**config.mk**
```make
export PLATFORM = sky130hd
export DESIGN_NAME = barBank
export DESIGN_NICKNAME = d
export VERILOG_FILES = /design/src/rtl/barPkg.sv /design/src/rtl/barCtrl.sv /design/src/rtl/barDatapath.sv /design/src/rtl/barBank.sv
export SDC_FILE = /design/constraint.sdc
export NUM_CORES = 1
export LEC_CHECK = 0
export ABC_AREA = 1
export BUFFER_PORTS_ARGS = -buffer_cell sky130_fd_sc_hd__buf_2
export CORE_AREA = 2 2 126 128
export DETAILED_ROUTE_END_ITERATION = 10
export DIE_AREA = 0 0 128 130
export HOLD_SLACK_MARGIN = 0.1
export PLACE_DENSITY = 0.85
export SLEW_MARGIN = 0
export SYNTH_ARGS = -nofsm -noshare
export SYNTH_HDL_FRONTEND = slang
export SYNTH_SLANG_ARGS = --single-unit
export TNS_END_PERCENT = 20
```
**constraint.sdc**
```tcl
create_clock -name clk -period 3.2 [get_ports clk]
set_input_delay 0.64 -clock clk [delete_from_list [all_inputs] [get_ports clk]]
set_output_delay 0.64 -clock clk [all_outputs]
set_load 0.01 [all_outputs]
```
**src/rtl/barPkg.sv**
```systemverilog
package barPkg;
  localparam int BAR_SLOTS    = 6;
  localparam int DW_CMD       = 1;
  localparam int DW_BAR_FIRST = 4;
  localparam int SLOT_W       = $clog2(BAR_SLOTS);

  typedef struct packed {
    logic [BAR_SLOTS-1:0] barWr;
    logic                 cmdWr;
    logic [3:0]           byteEn;
    logic                 rdStrobe;
    logic                 rdCmd;
    logic                 rdBar;
    logic [SLOT_W-1:0]    rdSlot;
  } cfgStrobe_t;
endpackage

```
**src/rtl/barCtrl.sv**
```systemverilog
module barCtrl
  import barPkg::*;
(
  input  logic       cfgWrEn,
  input  logic       cfgRdEn,
  input  logic [5:0] cfgDwAddr,
  input  logic [3:0] cfgByteEn,
  output cfgStrobe_t strobe
);
  logic       isCmd;
  logic       isBar;
  logic [5:0] slotOff;

  always_comb begin
    slotOff = cfgDwAddr - 6'(DW_BAR_FIRST);
    isCmd   = (cfgDwAddr == 6'(DW_CMD));
    isBar   = (cfgDwAddr >= 6'(DW_BAR_FIRST)) &&
              (cfgDwAddr <  6'(DW_BAR_FIRST + BAR_SLOTS));
    strobe          = '0;
    strobe.byteEn   = cfgByteEn;
    strobe.cmdWr    = cfgWrEn && isCmd;
    strobe.rdStrobe = cfgRdEn;
    strobe.rdCmd    = cfgRdEn && isCmd;
    strobe.rdBar    = cfgRdEn && isBar;
    strobe.rdSlot   = slotOff[SLOT_W-1:0];
    for (int i = 0; i < BAR_SLOTS; i++)
      strobe.barWr[i] = cfgWrEn && isBar && (slotOff == 6'(i));
  end
endmodule

```
**src/rtl/barDatapath.sv**
```systemverilog
module barDatapath
  import barPkg::*;
#(
  parameter logic [BAR_SLOTS-1:0]   BAR_IMPL      = 6'b101111,
  parameter logic [BAR_SLOTS-1:0]   BAR_IO        = 6'b000010,
  parameter logic [BAR_SLOTS-1:0]   BAR_IS64      = 6'b000100,
  parameter logic [BAR_SLOTS-1:0]   BAR_PREF      = 6'b000100,
  parameter logic [BAR_SLOTS*5-1:0] BAR_SIZE_LOG2 = {5'd12, 5'd0, 5'd0, 5'd20, 5'd8, 5'd11}
) (
  input  logic                 clk,
  input  logic                 rstN,
  input  cfgStrobe_t           strobe,
  input  logic [31:0]          wrData,
  input  logic [63:0]          memAddr,
  input  logic [31:0]          ioAddr,
  output logic [31:0]          rdData,
  output logic                 rdValid,
  output logic [BAR_SLOTS-1:0] memHit,
  output logic [BAR_SLOTS-1:0] ioHit,
  output logic                 cmdIoEn,
  output logic                 cmdMemEn
);
  logic [1:0]                  cmdQ;
  logic [31:0]                 byteMask;
  logic [BAR_SLOTS-1:0][31:0]  barVal;
  logic [BAR_SLOTS-1:0][31:0]  barRd;

  assign byteMask = {{8{strobe.byteEn[3]}}, {8{strobe.byteEn[2]}},
                     {8{strobe.byteEn[1]}}, {8{strobe.byteEn[0]}}};
  assign cmdIoEn  = cmdQ[0];
  assign cmdMemEn = cmdQ[1];

  always_ff @(posedge clk) begin
    if (!rstN) cmdQ <= 2'b00;
    else if (strobe.cmdWr && strobe.byteEn[0]) cmdQ <= wrData[1:0];
  end

  for (genvar i = 0; i < BAR_SLOTS; i++) begin : g_slot
    localparam int  PREV     = (i == 0) ? 0 : i - 1;
    localparam int  NEXT     = (i == BAR_SLOTS - 1) ? i : i + 1;
    localparam bit  IS_UPPER = (i != 0) && BAR_IS64[PREV] && BAR_IMPL[PREV]
                               && !BAR_IO[PREV];
    localparam bit  IMPL     = BAR_IMPL[i] || IS_UPPER;
    localparam bit  IS_IO    = BAR_IO[i] && !IS_UPPER;
    localparam bit  IS_PAIR  = BAR_IS64[i] && BAR_IMPL[i] && !IS_IO && !IS_UPPER
                               && (i < BAR_SLOTS - 1);
    localparam int  SZ       = int'(BAR_SIZE_LOG2[i*5 +: 5]);
    localparam logic [31:0] LOW_FIX = IS_IO ? 32'h3 : 32'hF;
    localparam logic [31:0] WMASK =
      !IMPL    ? 32'h0 :
      IS_UPPER ? 32'hFFFF_FFFF :
                 ((32'hFFFF_FFFF << SZ) & ~LOW_FIX);
    localparam logic [31:0] FIXED =
      (!IMPL || IS_UPPER) ? 32'h0 :
      IS_IO ? 32'h1 : {28'h0, BAR_PREF[i], IS_PAIR, 2'b00};

    logic [31:0] q;
    logic        allOnes;

    always_ff @(posedge clk) begin
      if (!rstN) q <= '0;
      else if (strobe.barWr[i])
        q <= ((q & ~byteMask) | (wrData & byteMask)) & WMASK;
    end

    assign barVal[i] = q;
    assign barRd[i]  = q | FIXED;

    if (IS_PAIR) begin : g_allPair
      assign allOnes = (q == WMASK) && (barVal[NEXT] == 32'hFFFF_FFFF);
    end else begin : g_allOne
      assign allOnes = (q == WMASK);
    end

    if (!IMPL || IS_UPPER) begin : g_none
      assign memHit[i] = 1'b0;
      assign ioHit[i]  = 1'b0;
    end else if (IS_IO) begin : g_io
      assign memHit[i] = 1'b0;
      assign ioHit[i]  = cmdIoEn && !allOnes && ((ioAddr & WMASK) == q);
    end else if (IS_PAIR) begin : g_mem64
      assign ioHit[i]  = 1'b0;
      assign memHit[i] = cmdMemEn && !allOnes &&
                         ((memAddr[31:0] & WMASK) == q) &&
                         (memAddr[63:32] == barVal[NEXT]);
    end else begin : g_mem32
      assign ioHit[i]  = 1'b0;
      assign memHit[i] = cmdMemEn && !allOnes &&
                         (memAddr[63:32] == 32'h0) &&
                         ((memAddr[31:0] & WMASK) == q);
    end
  end

  always_ff @(posedge clk) begin
    if (!rstN) begin
      rdValid <= 1'b0;
      rdData  <= '0;
    end else begin
      rdValid <= strobe.rdStrobe;
      if (strobe.rdCmd)      rdData <= {30'h0, cmdQ};
      else if (strobe.rdBar) rdData <= barRd[strobe.rdSlot];
      else                   rdData <= '0;
    end
  end
endmodule

```
**src/rtl/barBank.sv**
```systemverilog
module barBank
  import barPkg::*;
#(
  parameter logic [BAR_SLOTS-1:0]   BAR_IMPL      = 6'b101111,
  parameter logic [BAR_SLOTS-1:0]   BAR_IO        = 6'b000010,
  parameter logic [BAR_SLOTS-1:0]   BAR_IS64      = 6'b000100,
  parameter logic [BAR_SLOTS-1:0]   BAR_PREF      = 6'b000100,
  parameter logic [BAR_SLOTS*5-1:0] BAR_SIZE_LOG2 = {5'd12, 5'd0, 5'd0, 5'd20, 5'd8, 5'd11}
) (
  input  logic        clk,
  input  logic        rstN,
  input  logic        cfgWrEn,
  input  logic        cfgRdEn,
  input  logic [5:0]  cfgDwAddr,
  input  logic [3:0]  cfgByteEn,
  input  logic [31:0] cfgWrData,
  output logic [31:0] cfgRdData,
  output logic        cfgRdValid,
  input  logic [63:0] memAddr,
  input  logic [31:0] ioAddr,
  output logic [5:0]  memHit,
  output logic [5:0]  ioHit
);
  cfgStrobe_t cfgStrobe;
  logic       cmdIoEn;
  logic       cmdMemEn;

  barCtrl u_ctrl (
    .cfgWrEn  (cfgWrEn),
    .cfgRdEn  (cfgRdEn),
    .cfgDwAddr(cfgDwAddr),
    .cfgByteEn(cfgByteEn),
    .strobe   (cfgStrobe)
  );

  barDatapath #(
    .BAR_IMPL(BAR_IMPL), .BAR_IO(BAR_IO), .BAR_IS64(BAR_IS64),
    .BAR_PREF(BAR_PREF), .BAR_SIZE_LOG2(BAR_SIZE_LOG2)
  ) u_dp (
    .clk     (clk),
    .rstN    (rstN),
    .strobe  (cfgStrobe),
    .wrData  (cfgWrData),
    .memAddr (memAddr),
    .ioAddr  (ioAddr),
    .rdData  (cfgRdData),
    .rdValid (cfgRdValid),
    .memHit  (memHit),
    .ioHit   (ioHit),
    .cmdIoEn (cmdIoEn),
    .cmdMemEn(cmdMemEn)
  );
endmodule

```
== Word-level counts from Yosys, hierarchy flattened ==
Cells that the tools add are included.
Storage, ports and cells
  register bits after elaboration: 144
  latch bits: 0
  RAM bits: 0
  ROM bits: 0
  input port bits: 142
  output and inout port bits: 45
  logic and storage cells: 76
  memories: 0
Cells by class
  add/subtract/negate cells: 1
  multiply operators: 0
  divide/modulo/power cells: 0
  $lt $le $gt $ge: 3
  eq/ne operators: 15
  shifts and indexed selects: 0
  mux-type cells: 4
  bitwise logic cells: 14
  reductions and logical operators: 30
Operators by type and width (number)
  AND 32 bit: 6
  bitwise OR 32 bit: 5
  binary-select mux 32 bit (select 3 bit): 1
  == test 32 bit: 1
  == test 32 bit, second input constant: 1
  logical NOT 32 bit: 1
  two-way mux 32 bit: 1
  inverter 32 bit: 1
  == test 24 bit: 1
  == test 24 bit, second input constant: 1
  logical AND 1 bit: 23
  == test 21 bit: 1
  == test 21 bit, second input constant: 1
  == test 20 bit: 1
  == test 20 bit, second input constant: 1
  == test 12 bit: 1
  == test 12 bit, second input constant: 1
  == test 6 x 1 -> 1 bit, second input constant: 2
  == test 6 x 2 -> 1 bit, second input constant: 2
  == test 6 x 3 -> 1 bit, second input constant: 1
  >= comparator 6 x 3 -> 1 bit, second input constant: 1
  logical NOT 6 bit: 1
  < comparator 6 x 4 -> 1 bit, second input constant: 1
  subtractor 6 x 3 -> 6 bit, second input constant: 1
  5 further kinds: 10

== Longest topological paths before layout ==
Gate-level depths: netlist (run 1).
  depth after elaboration: 6
  depth in mapped cells: 10

== Modules after synthesis ==
A second synthesis (run 1) with hierarchy kept.
Second synthesis, totals
  cells, all modules: 1178
  area, all modules: 7726.2 um^2
By module, submodules not included
  barDatapath: instances 1, cells each 1131, area each 7480.9 um^2
  barCtrl: instances 1, cells each 47, area each 245.2 um^2

== Least setup slack after synthesis (run 1) ==
No wires, ideal clock.
  kind: input -> output
  from: input port memAddr[60]
  to: output port memHit[0]
  arrival: 1.289 ns
  slack: 1.271 ns
  cell stages on the path: 7
  buffers on the path: 0
  path through: nor2_1 nand3_1 nor2_1 nand2_1 nor2_1 nand3_1 nor2_1
On the way
  word-level cells in the longest chain between the ends: 3
Ends and longest elaborated chain
  start, declared: line barBank.sv:19  | input logic [63:0] memAddr,
  logical NOT 32 bit: line barDatapath.sv:89  | (memAddr[63:32] == 32'h0) &&
  logical AND 1 bit: line barDatapath.sv:88  | assign memHit[i] = cmdMemEn && !allOnes &&
  logical AND 1 bit: line barDatapath.sv:89
  end, declared: line barBank.sv:21  | output logic [5:0] memHit,
Every way passes these cells.

== Worst setup path in the final report (run 1) ==
  from: register u_dp.cmdQ[1]
  to: output port memHit[5]
On the way
  word-level cells in the longest chain between the ends: 3
Ends and longest elaborated chain
  start, declared: line barDatapath.sv:23  | logic [1:0] cmdQ;
  start signal, assigned: line barDatapath.sv:35  | else if (strobe.cmdWr && strobe.byteEn[0]) cmdQ <= wrData[1:0];
  logical AND 1 bit (2 in series): line barDatapath.sv:88
  logical AND 1 bit: line barDatapath.sv:89
Every way passes these cells.

==> metrics.md, run 1 <==
| Metric | Value |
|---|---|
| Post_cts resized | `0` |
| Post-synth ARST share | `0%` |
| Total CTS buffers | `17` |
| Ports | `187` |
| Final Cycle Share | `80.6%` |
| Worst slew pin tran | `1070 ps` |
| Placement Setup Slack | `679 ps` |
| GR Util All Layers | `37.7%` |
| Final core utilization | `67.8%` |
| RSZ-0062 raised after global routing | `no` |
| Finish-stage setup viols | `0` |
| WL/cell | `17.2 um` |
| Achievable Freq | `388 MHz` |
| Max Slew Vio Count | `0` |
| Top cell type by total area after synthesis | `dfxtp_1` |
| Die width | `128 um` |
| Cts-stage hold buffer count | `0` |
| Startpoint types | `flop` |
| Final instance area | `10500 um2` |
| Post-synth EDFFs | `0` |
| Clock transition at path regs | `60 ps` |
| Worst R2R Path Depth | `4` |
| Pwr/cell area | `417 nW/um2` |
| FF-to-FF End | `u_dp.rdData[21]` |
| Vias per inst | `5.55` |
| CP Capture Type | `output port` |
| CTS tree | `yes` |
| Starting DRC count in detailed routing | `1219` |
| Largest net degree at the start of global routing | `115` |
| Wl on met1 | `12.4 mm` |
| Dominant synthesized flop cell | `dfxtp_1` |
| # fillers | `1460` |
| Vias | `10200` |
| GPL Wtd Cong | `0.985` |
| Layout net count | `1769` |
| Min-Delay Path Class | `in2reg` |
| Commonest non-fill, non-tap cell in the layout | `nand2_1` |
| DRC | `0` |
| Global-route wire length before repair | `47.9 mm` |
| Clk_lat worst skew | `430 ps` |
| Port buffer count | `159` |
| Initial DRT Pass Iterations | `8` |
| Top cell type's share of synthesized area | `32.2%` |
| Synthesized flop and latch total | `144` |
| Synthesized cell area | `8940 um2` |
| Worst Skew | `6.12 ps` |
| Setup TNS | `0 ps` |
| Aggregate routed wire length | `31.5 mm` |
| Most frequent cells in the layout | `nand2_1, inv_1, nor2_1, buf_2, nand3_1` |
| Top post-synthesis cells by area | `dfxtp_1, nand2_1, inv_1` |
| Synth cell types | `32` |
| Synth Area per Inst | `5.99 um2` |
| Status | `finished clean` |
| Pleak | `4.90 nW` |
| Clock sinks | `144` |
| Setup ws final | `620 ps` |
| Layout area overhead | `17.0%` |
| Ys Warns | `0` |
| Row count | `46` |
| CTS max path bufs | `2` |
| Clk root buf | `clkbuf_16` |
| Synthesized instance count | `1492` |
| H-tree levels | `4` |
| Crit path DAT | `1940 ps` |
| Core area | `15400 um2` |
| Met2 wire length | `14.2 mm` |
| Placed inst area | `9830 um2` |
| Peak supply drop | `357 uV` |
| Final Critical Period | `2580 ps` |
| Full die area | `16600 um2` |
| Reg2Reg Setup Slack | `1890 ps` |
| Crit Path Category | `reg2out` |
| Met3 WL | `3.61 mm` |
| Max-cap viol count | `0` |
| Critical Path Fanout Max | `5` |
| Slew margin rel. | `28.7%` |
| Chip Height | `130 um` |
| Hold Crit Depth | `2` |
| Worst Hold Launch | `cfgDwAddr[0]` |
| WP data required | `2560 ps` |
| Top sig layer | `met4` |
| Post-synthesis sequential area ratio | `32.2%` |
| Placed wire-length estimate | `23.5 mm` |
| Antenna viol nets, final | `0` |
| Grt ovf | `0` |
| Worst min-delay path endpoint | `u_dp.rdData[2]` |
| Initial antenna violation count | `1` |
| Share of post-route cells with drive strength above 1 | `14.2%` |
| Post-CTS setup buffers | `0` |
| Vias in the first global route | `9024` |
| Final Hold Fails | `0` |
| Starting Density | `58.0%` |
## synthesized netlist by cell type (2+ instances only)
master / n
a211oi_1: 8
a21oi_1: 54
a22oi_1: 3
buf_1: 22
buf_2: 12
buf_4: 11
clkbuf_1: 19
dfxtp_1: 144
inv_1: 286
inv_2: 2
nand2_1: 371
nand3_1: 149
nand3_2: 5
nand3_4: 9
nand4_1: 16
nor2_1: 214
nor2_2: 5
nor2_4: 2
nor3_1: 22
o211ai_1: 2
o21ai_0: 52
o22ai_1: 35
or2_2: 2
xnor2_1: 19
xor2_1: 21
## report_power, final
group / internal (W) / switching, W / total (W)
Sequential: 0.00179 / 0.00000132 / 0.00180
Combinational: 0.000139 / 0.000298 / 0.000437
Clock: 0.00126 / 0.000860 / 0.00213
## how the worst max path moves through the flow
stage	from	to	slack, ps	depth (start not counted)
after floorplan	memAddr[60]	memHit[0]	1270	7
after global placement	memAddr[60]	memHit[0]	720	9
after detailed placement	memAddr[56]	memHit[0]	680	9
after CTS	u_dp.cmdQ[1]	memHit[5]	650	7
after global routing	u_dp.cmdQ[1]	memHit[5]	530	7
final	u_dp.cmdQ[1]	memHit[5]	620	7
## per-layer routing
metal | GRT usage (%) | vias to the layer above
met2 | 60.4 | 691
li1 | - | 4867
met4 | 16.3 | 0
met1 | 49.8 | 4531
met5 | 0 | -
met3 | 7.79 | 98
## worst max-delay path, cell delays in order, from the launching register on
cell and delay, ps:
dfxtp_1 560, inv_1 180, a21oi_1 190, nand4_1 120, nor2_1 100, nand2_1 60
nor2_1 150, buf_2 150
## metrics by stage
step	instances	hold WS (ps)	total power, W
after global routing	1832	482	0.00446
after global placement	1800	463	0.00225
after floorplan	1499	445	0.00207
after detailed placement	1800	485	0.00226
final	1834	475	0.00436
after CTS	1832	471	0.00433
## kinds of logic (layout without fill, tap and decap cells)
group,Yosys count,after routing,share of synthesized area (%)
simple gates,796,796,38.4
flops,144,144,32.2
xor+xnor,40,40,3.92
compound gates,158,158,9.87
buf+inv,353,494,15.5
other cells,1,10,0.0419
## final cells by class
class	instances	area, um2	area share, %
flip-flops and latches	144	2880	27.6
inverters	288	1080	10.3
multi-input cells	1002	4690	44.9
diodes	2	5.00	0.0479
well taps	192	240	2.30
repair buffers	174	936	8.95
clock inverters	13	176	1.69
clock buffers	19	443	4.23
Note: power is estimated with default switching activity, not from simulation.
==> inputs of run 2 (changes only) <==
--- a/config.mk
+++ b/config.mk
@@ -7,11 +7,11 @@
 export LEC_CHECK = 0
 export ABC_AREA = 1
 export BUFFER_PORTS_ARGS = -buffer_cell sky130_fd_sc_hd__buf_2
-export CORE_AREA = 2 2 126 128
+export CORE_AREA = 2 2 137 139
 export DETAILED_ROUTE_END_ITERATION = 10
-export DIE_AREA = 0 0 128 130
+export DIE_AREA = 0 0 139 141
 export HOLD_SLACK_MARGIN = 0.1
-export PLACE_DENSITY = 0.85
+export PLACE_DENSITY = 0.76
 export SLEW_MARGIN = 0
 export SYNTH_ARGS = -nofsm -noshare
 export SYNTH_HDL_FRONTEND = slang
==> constraint.sdc (replaced) <==
create_clock -name clk -period 2.1 [get_ports clk]
set_input_delay 0.42 -clock clk [delete_from_list [all_inputs] [get_ports clk]]
set_output_delay 0.42 -clock clk [all_outputs]
set_load 0.01 [all_outputs]
==> run 2 against run 1 <==
Effect of this change:
- the flow now finishes with violations (negative setup slack)
- hold slack worse by 230 ps
- cell area rose by 2.9%
- critical path depth unchanged
- global-route usage fell by 6.2 points
- highest routed layer unchanged
- register-to-register slack lost 1100 ps
- combinational power up 54%
- total power grew 57%
- sequential share of layout area shrank 0.48 points
==> metrics.md, run 2 (synthesis results as in run 1) <==
| Metric | Value |
|---|---|
| Status | `finished with violations` |
| Violated checks | `negative setup slack` |
| Final Hold Fails | `0` |
| H-tree levels | `4` |
| GR Util All Layers | `31.5%` |
| Final Cycle Share | `100%` |
| Largest net degree at the start of global routing | `115` |
| Pwr/cell area | `634 nW/um2` |
| Pleak | `5.01 nW` |
| Global-route wire length before repair | `48.3 mm` |
| Vias | `9942` |
| Ports | `187` |
| CTS max path bufs | `2` |
| Max Slew Vio Count | `0` |
| Critical Path Fanout Max | `5` |
| Starting DRC count in detailed routing | `1157` |
| Achievable Freq | `475 MHz` |
| Startpoint types | `flop` |
| Initial DRT Pass Iterations | `6` |
| Port buffer count | `159` |
| Crit path DAT | `1690 ps` |
| CP Capture Type | `output port` |
| Clk root buf | `clkbuf_16` |
| Share of post-route cells with drive strength above 1 | `17.1%` |
| Peak supply drop | `478 uV` |
| Clock transition at path regs | `60 ps` |
| Clk_lat worst skew | `440 ps` |
| Min-Delay Path Class | `in2reg` |
| Vias in the first global route | `9174` |
| Setup TNS | `-10.2 ps` |
| RSZ-0062 raised after global routing | `yes` |
| Finish-stage setup viols | `2` |
| Initial antenna violation count | `0` |
| Core area | `18300 um2` |
| WP data required | `1680 ps` |
| Layout net count | `1781` |
| Chip Height | `141 um` |
| Row count | `50` |
| Crit Path Category | `reg2out` |
| Setup ws final | `-5.31 ps` |
| DRC | `0` |
| Slew margin rel. | `65.4%` |
| N_diodes | `0` |
| Total CTS buffers | `17` |
| Worst slew pin tran | `518 ps` |
| # fillers | `1820` |
| Aggregate routed wire length | `31.2 mm` |
| Final core utilization | `58.9%` |
| WL/cell | `16.6 um` |
| CTS tree | `yes` |
| Full die area | `19600 um2` |
| Commonest non-fill, non-tap cell in the layout | `nand2_1` |
| Vias per inst | `5.27` |
| Grt ovf | `0` |
| Placed wire-length estimate | `23.9 mm` |
| Antenna viol nets, final | `0` |
| Starting Density | `48.9%` |
| Clock sinks | `144` |
| Final Critical Period | `2110 ps` |
| Worst Skew | `5.52 ps` |
| Most frequent cells in the layout | `nand2_1, inv_1, nor2_1, buf_2, nand3_1` |
| Die width | `139 um` |
| Layout area overhead | `20.4%` |
| Max-cap viol count | `0` |
| GPL Wtd Cong | `0.981` |
run 2: changes by cell type in the layout (fill, tap and decap cells not counted), sizes merged:
cell / delta
diode: -2
inv: -4
clkinv: +1
buf: +12
clkinvlp: +1
bufinv: +2
run 2: cell type report:
class	instances	area [um2]	share of cell area, %
repair buffers	186	1090	10.1
clock inverters	13	210	1.95
clock buffers	19	443	4.11
inverters	288	1080	10.0
well taps	234	293	2.72
multi-input cells	1002	4730	43.9
flip-flops and latches	144	2920	27.1
run 2: repair_timing:
item,in CTS,in global routing
setup buffers,0,3
cloned,0,0
hold buffers,0,0
gates resized for setup,8,35
pin swaps,0,8
endpoints found under the setup margin,4,4
run 2: metal layers:
layer / GRT usage [%] / wire length, um / vias to the layer above
li1: - / - / 4878
met1: 40.7 / 13000 / 4430
met2: 49.6 / 13700 / 544
met3: 9.21 / 3230 / 90
met4: 12.6 / 1280 / 0
met5: 0 / 0 / -
run 2: critical path, stage by stage, from the launching register on:
cell and delay, ps:
dfxtp_1 500, o22ai_1 150, nor2_1 100, nand2_1 50, nor2_1 120, nand2_1 70, nor2_2 120, buf_2 140
run 2: final timing paths:
kind	startpoint	to	slack [ps]	cells past startpoint
setup / recovery	flop	memHit[0]	-5	7
setup reg to reg	flop	u_dp.rdData[21]	830	4
hold / removal	cfgRdEn	u_dp.rdValid	250	3
hold reg to reg	flop	flop	480	2
run 2: metrics by stage:
stage | cell area, um2 | hold slack [ps] | cells | worst slack (ps) | power [W]
3_5_place_dp | 10000 | 474 | 1851 | 59.6 | 0.00344
6_report | 10800 | 246 | 1886 | -5.31 | 0.00682
2_1_floorplan | 8970 | 445 | 1499 | 564 | 0.00316
4_1_cts | 10700 | 228 | 1883 | 0.960 | 0.00681
3_3_place_gp | 10000 | 463 | 1851 | 96.9 | 0.00344
5_1_grt | 10800 | 264 | 1886 | -66.5 | 0.00700
run 2: where the power goes:
| group | switching [W] | internal [W] |
|---|---|---|
| registers | 0.00000171 | 0.00273 |
| logic | 0.000449 | 0.000222 |
| clock network | 0.00127 | 0.00214 |
==> inputs of run 3 (changes only) <==
--- a/config.mk
+++ b/config.mk
@@ -7,11 +7,10 @@
 export LEC_CHECK = 0
 export ABC_AREA = 1
 export BUFFER_PORTS_ARGS = -buffer_cell sky130_fd_sc_hd__buf_2
-export CORE_AREA = 2 2 137 139
+export CORE_AREA = 2 2 153 155
 export DETAILED_ROUTE_END_ITERATION = 10
-export DIE_AREA = 0 0 139 141
+export DIE_AREA = 0 0 155 157
 export HOLD_SLACK_MARGIN = 0.1
-export PLACE_DENSITY = 0.76
 export SLEW_MARGIN = 0
 export SYNTH_ARGS = -nofsm -noshare
 export SYNTH_HDL_FRONTEND = slang
==> run 3 against run 2 <==
Effect of this change:
- the flow now finishes without violations
- global-route usage is 3.8 points lower
- clock skew is 1.1 ps higher
- core utilization is 10 points lower
- combinational power is 3.0% higher
- hold slack worse by 15 ps
- critical path depth is 1 lower
- count of clock-buffer cells in the layout is 1 higher
- die area is 24% higher
==> metrics.md, run 3 (synthesis results as in run 1) <==
| Metric | Value |
|---|---|
| Fin Hold WS | `231 ps` |
| Grt ovf | `0` |
| Global-route wire length before repair | `50.8 mm` |
| Pleak | `5.07 nW` |
| CTS tree | `yes` |
| Slew margin rel. | `62.1%` |
| Row count | `55` |
| # fillers | `2426` |
| N_diodes | `0` |
| Vias in the first global route | `8914` |
| Max-cap viol count | `0` |
| Clk_lat worst skew | `440 ps` |
| WP data required | `1680 ps` |
| Placed inst area | `10100 um2` |
| Reg2Reg Setup Slack | `740 ps` |
| DRC | `0` |
| Critical Path Fanout Max | `4` |
| Worst Hold Launch | `cfgRdEn` |
| Starting DRC count in detailed routing | `847` |
| GPL Wtd Cong | `0.963` |
| Chip Height | `157 um` |
| Vias | `9782` |
| Full die area | `24300 um2` |
| Final Hold Fails | `0` |
| Placed wire-length estimate | `26.2 mm` |
| FF-to-FF End | `u_dp.rdData[21]` |
| Clock transition at path regs | `60 ps` |
| Min-Delay Path Class | `in2reg` |
| Multi-input gate area | `4730 um2` |
| CP Capture Type | `output port` |
| Ports | `187` |
| Status | `finished clean` |
| Clk root buf | `clkbuf_16` |
| RSZ-0062 raised after global routing | `yes` |
| Achievable Freq | `479 MHz` |
| Initial DRT Pass Iterations | `6` |
| Max Slew Vio Count | `0` |
| Initial antenna violation count | `0` |
| Final core utilization | `48.6%` |
| GR Util All Layers | `27.7%` |
| Worst slew pin tran | `569 ps` |
| Worst Skew | `6.62 ps` |
| Commonest non-fill, non-tap cell in the layout | `nand2_1` |
| Startpoint types | `flop` |
| Die width | `155 um` |
| Antenna viol nets, final | `0` |
| Layout area overhead | `22.3%` |
| Worst min-delay path endpoint | `u_dp.rdValid` |
| Share of post-route cells with drive strength above 1 | `19.4%` |
| Finish-stage setup viols | `0` |
| Non-Filler Instances | `1948` |
| Port buffer count | `159` |
| Final instance area | `10900 um2` |
| CTS max path bufs | `2` |
| Largest net degree at the start of global routing | `115` |
| Pwr/cell area | `628 nW/um2` |
| Layout net count | `1792` |
| Clock sinks | `144` |
| Cts-stage hold buffer count | `0` |
| Total CTS buffers | `17` |
| Most frequent cells in the layout | `nand2_1, inv_1, nor2_1, buf_2, nand3_1` |
| Hold Crit Depth | `3` |
| H-tree levels | `4` |
| Crit path DAT | `1670 ps` |
| Register area | `2940 um2` |
| Placed cell count | `1907` |
| Vias per inst | `5.02` |
| Aggregate routed wire length | `33.7 mm` |
| Peak supply drop | `389 uV` |
| Final Cycle Share | `99.3%` |
| WL/cell | `17.3 um` |
| Worst R2R Path Depth | `4` |
| Core area | `22500 um2` |
| Starting Density | `39.7%` |
| Final Critical Period | `2090 ps` |
| Crit Path Category | `reg2out` |
==> run 3: cell types whose count changed in the layout (fill, tap and decap cells not counted), moves of 4 or more <==
cell / before / now
buf_4: 20 / 32
dfxtp_2: 20 / 29
inv_1: 280 / 264
dfxtp_1: 122 / 109
dfxtp_4: 2 / 6
inv_2: 8 / 21
==> run 3: layer usage <==
layer  GRT usage (%)  vias to the layer above  share of wire [%]
li1                -                     4914                  -
met1            37.9                     4441                 44
met2            45.2                      386                 46
met3            4.52                       41                7.6
met4            7.72                        0                2.0
met5               0                        -                  0
==> run 3: critical path, stage by stage (launching register included) <==
cell and delay [ps]:
dfxtp_1 450, nand4_1 120, nor3_1 280, nand2_1 90
nand3_1 100, nor2_2 50, buf_2 130
==> run 3: per-stage QoR <==
step	setup TNS (ps)	setup slack, ps	total power (W)
final	0	14.3	0.00687
after floorplan	0	564	0.00316
after CTS	-1.66	-1.66	0.00688
after global routing	-225	-68.1	0.00705
after detailed placement	0	27.4	0.00347
after global placement	0	72.0	0.00347
==> run 3: power breakdown <==
| group | total (W) | switching (W) | leakage (nW) | internal [W] |
|---|---|---|---|---|
| registers | 0.00273 | 0.00000170 | 1.18 | 0.00273 |
| clock network | 0.00345 | 0.00130 | 0.311 | 0.00215 |
| logic | 0.000692 | 0.000464 | 3.58 | 0.000228 |
| total | 0.00687 | 0.00176 | 5.07 | 0.00510 |
==> run 3: worst max-delay path by stage <==
stage	cells after the start	from	slack, ps	to
2_1_floorplan	6	cfgByteEn[3]	560	flop
3_3_place_gp	7	cfgDwAddr[2]	70	u_dp.rdData[19]
5_1_grt	11	flop	-70	memHit[2]
3_5_place_dp	7	cfgDwAddr[2]	30	u_dp.rdData[19]
6_report	6	flop	10	memHit[5]
4_1_cts	8	flop	-2	ioHit[1]
==> run 3: cell type report <==
| cell class | count | share of cell area (%) |
|---|---|---|
| Clock buffer | 20 | 4.09 |
| Inverter | 288 | 9.96 |
| Clock inverter | 12 | 1.88 |
| Multi-Input combinational cell | 1002 | 43.3 |
| Sequential cell | 144 | 26.9 |
| Tap cell | 285 | 3.26 |
| Timing Repair Buffer | 197 | 10.6 |
==> run 3: what timing repair did <==
item | in CTS | in global routing
pin swaps | 3 | 27
gates resized for setup | 18 | 64
buffers inserted | 0 | 9
endpoints found under the setup margin | 4 | 4
